### src/rtl/ccdw_pkg.sv
package ccdw_pkg;
  localparam int DEF_DUMMY_PIX      = 28;
  localparam int DEF_LEAD_OB_PIX    = 4;
  localparam int DEF_TRAIL_OB_PIX   = 48;
  localparam int DEF_FRONT_OB_LINES = 10;
  localparam int DEF_BACK_OB_LINES  = 2;

  typedef struct packed {
    logic hblk;
    logic clamp;
    logic pblk;
  } win_flags_t;

  // inclusive window test; an inverted window is empty
  function automatic logic in_window(input logic [31:0] pos,
                                     input logic [31:0] first,
                                     input logic [31:0] last);
    return (last >= first) && (pos >= first) && (pos <= last);
  endfunction
endpackage

### src/rtl/ccdw_counters.sv
module ccdw_counters #(
  parameter int PIX_W  = 12,
  parameter int LINE_W = 12
) (
  input  logic              clk,
  input  logic              rst_n,
  input  logic              line_start,
  input  logic              frame_start,
  output logic [PIX_W-1:0]  pix_cnt,
  output logic [LINE_W-1:0] line_cnt
);
  localparam logic [PIX_W-1:0]  PIX_MAX  = '1;
  localparam logic [LINE_W-1:0] LINE_MAX = '1;

  always_ff @(posedge clk or negedge rst_n) begin
    if (!rst_n) begin
      pix_cnt  <= '0;
      line_cnt <= '0;
    end else begin
      if (line_start)
        pix_cnt <= '0;
      else if (pix_cnt != PIX_MAX)
        pix_cnt <= pix_cnt + 1'b1;

      if (frame_start)
        line_cnt <= '0;
      else if (line_start && line_cnt != LINE_MAX)
        line_cnt <= line_cnt + 1'b1;
    end
  end
endmodule

### src/rtl/ccdw_line_mask.sv
module ccdw_line_mask #(
  parameter int LINE_W = 12,
  parameter int NMASK  = 4
) (
  input  logic [LINE_W-1:0]       line_cnt,
  input  logic [NMASK-1:0]        mask_en,
  input  logic [NMASK*LINE_W-1:0] mask_line,
  output logic                    mask_hit
);
  logic [NMASK-1:0] match;

  for (genvar i = 0; i < NMASK; i++) begin : g_entry
    assign match[i] = mask_en[i] && (mask_line[i*LINE_W +: LINE_W] == line_cnt);
  end

  assign mask_hit = |match;
endmodule

### src/rtl/ccdw_window.sv
module ccdw_window
  import ccdw_pkg::*;
#(
  parameter int PIX_W = 12
) (
  input  logic             clk,
  input  logic             rst_n,
  input  logic [PIX_W-1:0] pix_cnt,
  input  logic             clamp_line_ok,
  input  logic [PIX_W-1:0] hblk_start,
  input  logic [PIX_W-1:0] hblk_end,
  input  logic [PIX_W-1:0] clamp_start,
  input  logic [PIX_W-1:0] clamp_end,
  input  logic             pblk_en,
  input  logic [PIX_W-1:0] pblk_start,
  input  logic [PIX_W-1:0] pblk_end,
  output logic             clamp_raw,
  output logic             pblk_raw,
  output win_flags_t       flags_q
);
  win_flags_t flags_d;

  assign clamp_raw = in_window(32'(pix_cnt), 32'(clamp_start), 32'(clamp_end));
  assign pblk_raw  = pblk_en && in_window(32'(pix_cnt), 32'(pblk_start), 32'(pblk_end));

  always_comb begin
    flags_d.hblk  = in_window(32'(pix_cnt), 32'(hblk_start), 32'(hblk_end));
    flags_d.pblk  = pblk_raw;
    // preblank takes the pixel; clamp only on clean lines
    flags_d.clamp = clamp_raw && clamp_line_ok && !pblk_raw;
  end

  always_ff @(posedge clk or negedge rst_n) begin
    if (!rst_n) flags_q <= '0;
    else        flags_q <= flags_d;
  end
endmodule

### src/rtl/ccd_window_gen.sv
module ccd_window_gen
  import ccdw_pkg::*;
#(
  parameter int PIX_W  = 12,
  parameter int LINE_W = 12,
  parameter int NMASK  = 4
) (
  input  logic                    clk,
  input  logic                    rst_n,
  input  logic                    line_start_i,
  input  logic                    frame_start_i,
  input  logic                    line_valid_i,
  input  logic                    vblank_i,
  input  logic                    sgate_i,
  input  logic [PIX_W-1:0]        hblk_start_i,
  input  logic [PIX_W-1:0]        hblk_end_i,
  input  logic [PIX_W-1:0]        clamp_start_i,
  input  logic [PIX_W-1:0]        clamp_end_i,
  input  logic                    pblk_en_i,
  input  logic [PIX_W-1:0]        pblk_start_i,
  input  logic [PIX_W-1:0]        pblk_end_i,
  input  logic [NMASK-1:0]        mask_en_i,
  input  logic [NMASK*LINE_W-1:0] mask_line_i,
  output logic                    hblk_o,
  output logic                    clamp_o,
  output logic                    pblk_o,
  output logic [PIX_W-1:0]        pix_cnt_o,
  output logic [LINE_W-1:0]       line_cnt_o
);
  // named internal events, visible to the bound checker
  logic       mask_hit;
  logic       clamp_line_ok;
  logic       clamp_raw;
  logic       pblk_raw;
  win_flags_t flags_q;

  ccdw_counters #(.PIX_W(PIX_W), .LINE_W(LINE_W)) cnt_i (
    .clk(clk), .rst_n(rst_n),
    .line_start(line_start_i), .frame_start(frame_start_i),
    .pix_cnt(pix_cnt_o), .line_cnt(line_cnt_o)
  );

  ccdw_line_mask #(.LINE_W(LINE_W), .NMASK(NMASK)) mask_i (
    .line_cnt(line_cnt_o), .mask_en(mask_en_i),
    .mask_line(mask_line_i), .mask_hit(mask_hit)
  );

  assign clamp_line_ok = line_valid_i && !vblank_i && !sgate_i && !mask_hit;

  ccdw_window #(.PIX_W(PIX_W)) win_i (
    .clk(clk), .rst_n(rst_n), .pix_cnt(pix_cnt_o),
    .clamp_line_ok(clamp_line_ok),
    .hblk_start(hblk_start_i), .hblk_end(hblk_end_i),
    .clamp_start(clamp_start_i), .clamp_end(clamp_end_i),
    .pblk_en(pblk_en_i), .pblk_start(pblk_start_i), .pblk_end(pblk_end_i),
    .clamp_raw(clamp_raw), .pblk_raw(pblk_raw), .flags_q(flags_q)
  );

  assign hblk_o  = flags_q.hblk;
  assign clamp_o = flags_q.clamp;
  assign pblk_o  = flags_q.pblk;
endmodule

### config.mk
export PLATFORM = sky130hd
export DESIGN_NAME = ccd_window_gen
export DESIGN_NICKNAME = d
export VERILOG_FILES = /design/src/rtl/ccdw_pkg.sv /design/src/rtl/ccdw_counters.sv /design/src/rtl/ccdw_line_mask.sv /design/src/rtl/ccdw_window.sv /design/src/rtl/ccd_window_gen.sv
export SDC_FILE = /design/constraint.sdc
export NUM_CORES = 1
export LEC_CHECK = 0
export BUFFER_PORTS_ARGS = -buffer_cell sky130_fd_sc_hd__clkbuf_2
export CAP_MARGIN = 25
export CORE_MARGIN = 2
export CORE_UTILIZATION = 55
export CTS_CLUSTER_DIAMETER = 50
export DETAILED_ROUTE_END_ITERATION = 6
export PLACE_DENSITY_LB_ADDON = 0.08
export SLEW_MARGIN = 15
export SYNTH_ARGS = -nofsm -noshare
export SYNTH_HDL_FRONTEND = slang
export SYNTH_SLANG_ARGS = --single-unit
### constraint.sdc
create_clock -name clk -period 5.9 [get_ports clk]
set_input_delay 1.18 -clock clk [delete_from_list [all_inputs] [get_ports clk]]
set_output_delay 1.18 -clock clk [all_outputs]
set_load 0.01 [all_outputs]
Word-level counts from Yosys, hierarchy flattened
Cells that the tools add are included.
{"block": "op_classes", "eq_ne": 6, "mux": 4, "magnitude_cmp": 9, "add_sub_neg": 2, "n_reduce_logical": 24}
{"op": "$ge A12 B12 Y1", "n": 6}
{"op": "$eq A12 B12 Y1", "n": 4}
{"op": "$mux W12", "n": 4}
{"op": "$le A12 B12 Y1", "n": 3}
{"op": "$add A12 B1 Y12 const B", "n": 2}
{"op": "$ne A12 B12 Y1 const B", "n": 2}
{"op": "$logic_and A1 B1 Y1", "n": 17}
{"op": "$logic_not A1 Y1", "n": 4}
{"op": "$reduce_bool A2 Y1", "n": 2}
{"op": "$reduce_or A4 Y1", "n": 1}
{"block": "word_totals", "output_inout_bits": 27, "ff_bits": 27, "elab_cells": 50}

Longest topological paths before layout
{"block": "depth", "ltp_word": 7, "depth_mapped": 8, "mapped_depth_nobuf": 8}

Hierarchy
Synthesis repeated with hierarchy kept, for this count alone.
{"block": "unflattened", "cells_unflattened": 545, "hier_area_um2": 4536.9}
{"mod": "ccdw_window", "instances": 1, "area_each_um2": 2592.5, "cells_each": 331}
{"mod": "ccdw_counters", "instances": 1, "area_each_um2": 1293.7, "cells_each": 132}
{"mod": "ccdw_line_mask", "instances": 1, "area_each_um2": 635.6, "cells_each": 81}
{"mod": "ccd_window_gen", "instances": 1, "area_each_um2": 15.0, "cells_each": 1}

Least setup slack after synthesis
OpenSTA, ideal clock, no wires.
{"block": "synth_path", "path_type": "in2reg", "from": "in pblk_start_i[7]", "to": "reg win_i.flags_q[1] (netlist name)", "t_required_ns": 5.805, "path_slack_ns": 3.185, "stages": 8, "setup_ns": 0.095, "path_buffers": 0, "t_arrival_ns": 2.620, "path_cell_list": "inv_1 -> ha_1 -> and2_1 -> a221oi_1 -> o21ai_1 -> a221oi_2 -> nor4_2 -> nor4b_2"}
{"element": "start: declaration", "line": "ccd_window_gen.sv:20", "source": "input logic [PIX_W-1:0] pblk_start_i,"}

==> flow_summary.toml <==
[sta]
worstMarginPinSlew_ns = 0.6809
min_period_over_period_pct = 45.87
rsz0062_at_grt = "no"
setup_violations = 0
period_needed_ns = 2.706
clock_skew_ns = 0.003442
final_hold_viol_count = 0
fmax_mhz = 369.5
slew_headroom_pct = 54.61
tns_ns = 0
final_max_slew_viol_count = 0

[synth]
synth.area.top_cells = "ha_1, dfrtp_1, xnor2_1"
synthDistinctLibCells = 47
synth_top_area_cell = "ha_1"
ys_ff_latch = 27
seq_area_frac_synth_pct = 15.28
yosys.area.top_type_share_pct = 31.12
yosys_warnings = 0
netlist_area_mm2 = 0.004423
syn_nets = 769
synth-edff-count = 0
syn_avg_cell_area_um2 = 8.393
ys.flop_type = "dfrtp_1"
synthCells = 527
synth-async-reset-ratio_pct = 100.0

[layout]
nNetsFinal = 918
antenna_cells = 0
num-fill-cells = 671
mostFrequentLayoutCells = "clkbuf_2, ha_1, inv_1"
drive_gt1_share_pct = 25.19
mostFrequentLayoutCell = "clkbuf_2"
area_delta_synth_final_pct = 19.97
design_area_mm2 = 0.005306

[routing]
wl_um = 11490
routedWlPerCell_um = 14.79
drc_errors = 0
vias = 4288
detail-route-antenna-nets = 0
drt_iter0_drc = 159
vias_per_cell = 5.519
dr.pass1.iters = 4

[clock_tree]
cts_hold_buf = 0
cts_resized = 0
tritoncts = "built"
cts_root_buffer = "clkbuf_8"
cts_max_level = 1
clk_latency_ns = 0.27
path_clk_slew_ns = 0.09
numClockSinks = 27
post_cts_buffers = 0
numCtsBuffers = 3
clockBufferDepth = 2

[floorplan]
dieArea_mm2 = 0.008775
fp.coreArea_mm2 = 0.007767
start_util_pct = 56.94
die_w_um = 93.68
dieHeight_um = 93.68
ios = 159
fp-row-count = 32

[worst_setup_path]
cp.required_ns = 6.08
crit_path_cell_trace = "clkbuf_2 -> inv_1 -> ha_1 -> a211o_1 -> a31oi_1 -> o21ai_1 -> a221oi_2 -> nor4_2 -> nor4b_2"
critPathKind = "in -> reg"
critPathLaunch = "pblk_start_i[2]"
slowest_delay_ns = 0.33
cp_slowest_cell = "a221oi_2"
crit_path_end_kind = "register"
cp.arrival_ns = 2.89
cp_max_fo = 2
worstSetupStartpointType = "input port"
r2r_start = "cnt_i.pix_cnt[9]"

[global_route]
gr-total-overflow = 0
grt_first_pass_wirelength_um = 18970
antenna_found_initial = 0
grt_use_total_pct = 26.48
grt_pass1_vias = 4345
grt_max_degree = 28

[power]
irDropWorstVdd_uv = 72.12
leakagePower_uw = 0.003157
powerDensity_mw_per_mm2 = 95.27

[placement]
place.gp.congestion = 0.8524
dpl.hpwl_um = 9797
post_dp_cell_area_mm2 = 0.005260
port_buffers = 158

[flow_run]
max-cap-violations = 0

[status]
status = "finished, final reports clean"

[hold_path]
hold_start = "cnt_i.pix_cnt[0]"
min_path_type = "reg -> reg"
==> where the power goes <==
group          leakage [µW]  internal [µW]  switching (µW)  total (µW)
Combinational       0.00276            102             102         203
Sequential         0.000373            188            10.2         198
Clock             0.0000255           47.2            57.1         104
==> logic make-up after synthesis <==
group | after synthesis | share of synthesized area (%)
adder cells (fa/ha/maj) | 110 | 31.12
XOR/XNOR | 65 | 12.87
multiplexers | 4 | 0.9053
flip-flops | 27 | 15.28
buffers and inverters | 90 | 8.289
AND/OR/NAND/NOR | 134 | 16.35
AO/OA/AOI/OAI | 97 | 15.19
==> worst max-delay path: cells and delay by family <==
family | cells | cell delay (ns)
AO/OA/AOI/OAI | 4 | 0.89
adder cells (fa/ha/maj) | 1 | 0.31
buffers and inverters | 2 | 0.12
AND/OR/NAND/NOR | 2 | 0.39
==> registers in the layout, summed over array words and instances, names as in the netlist <==
register and count:
cnt_i.line_cnt 12, cnt_i.pix_cnt 12, win_i.flags_q 3
==> final timing paths <==
path,slack [ns],cells after the start,to
hold / removal,0.73,3,cnt_i.pix_cnt[1]
hold reg to reg,0.73,3,cnt_i.pix_cnt[1]
setup reg to reg,3.62,7,win_i.flags_q[1]
max in group asynchronous,4.53,1,cnt_i.line_cnt[9]
min in group asynchronous,0.93,1,cnt_i.line_cnt[11]
setup / recovery,3.19,9,win_i.flags_q[1]
==> metrics by stage <==
stage	setup WS, ns	total power, µW	hold WS, ns	util [%]	instances
3_3_place_gp	2.960	392.8	0.6845	67.72	773
4_1_cts	3.205	508.7	0.7442	68.32	777
2_1_floorplan	3.185	315.4	0.6756	-	527
3_5_place_dp	2.924	404.6	0.7129	67.72	773
5_1_grt	3.061	546.6	0.7765	68.32	777
6_report	3.194	505.6	0.7331	68.32	777
==> synth_stat cells (8+ instances only) <==
library cell and n:
o21ai_0 14, nand4_1 22, ha_1 110, nand3_1 8
a21oi_1 22, nor2_1 39, nor2b_1 8, nand2_1 20
dfrtp_1 27, buf_2 8, xnor2_1 36, a21o_1 24
nor4_1 8, inv_1 76, xor2_1 29, a211oi_1 9
==> area by class of cell <==
| class | instances | area, µm² | share of cell area, % |
|---|---|---|---|
| Sequential cell | 27 | 675.6 | 12.73 |
| Clock buffer | 3 | 41.29 | 0.7781 |
| Multi-Input combinational cell | 410 | 3381 | 63.71 |
| Clock inverter | 1 | 5.005 | 0.09432 |
| Timing Repair Buffer | 158 | 790.8 | 14.90 |
| Tap cell | 102 | 127.6 | 2.405 |
| Inverter | 76 | 285.3 | 5.376 |
==> routing by layer <==
metal	routed length [µm]	part of all wire, %	up-vias	track usage, %
met5	0	0	-	0
met4	104	0.90	0	5.314
met3	558	4.9	10	2.167
met2	5837	51	122	49.58
met1	4992	43	1994	33.18
li1	-	-	2162	-
(Power assumes the default switching activity.)
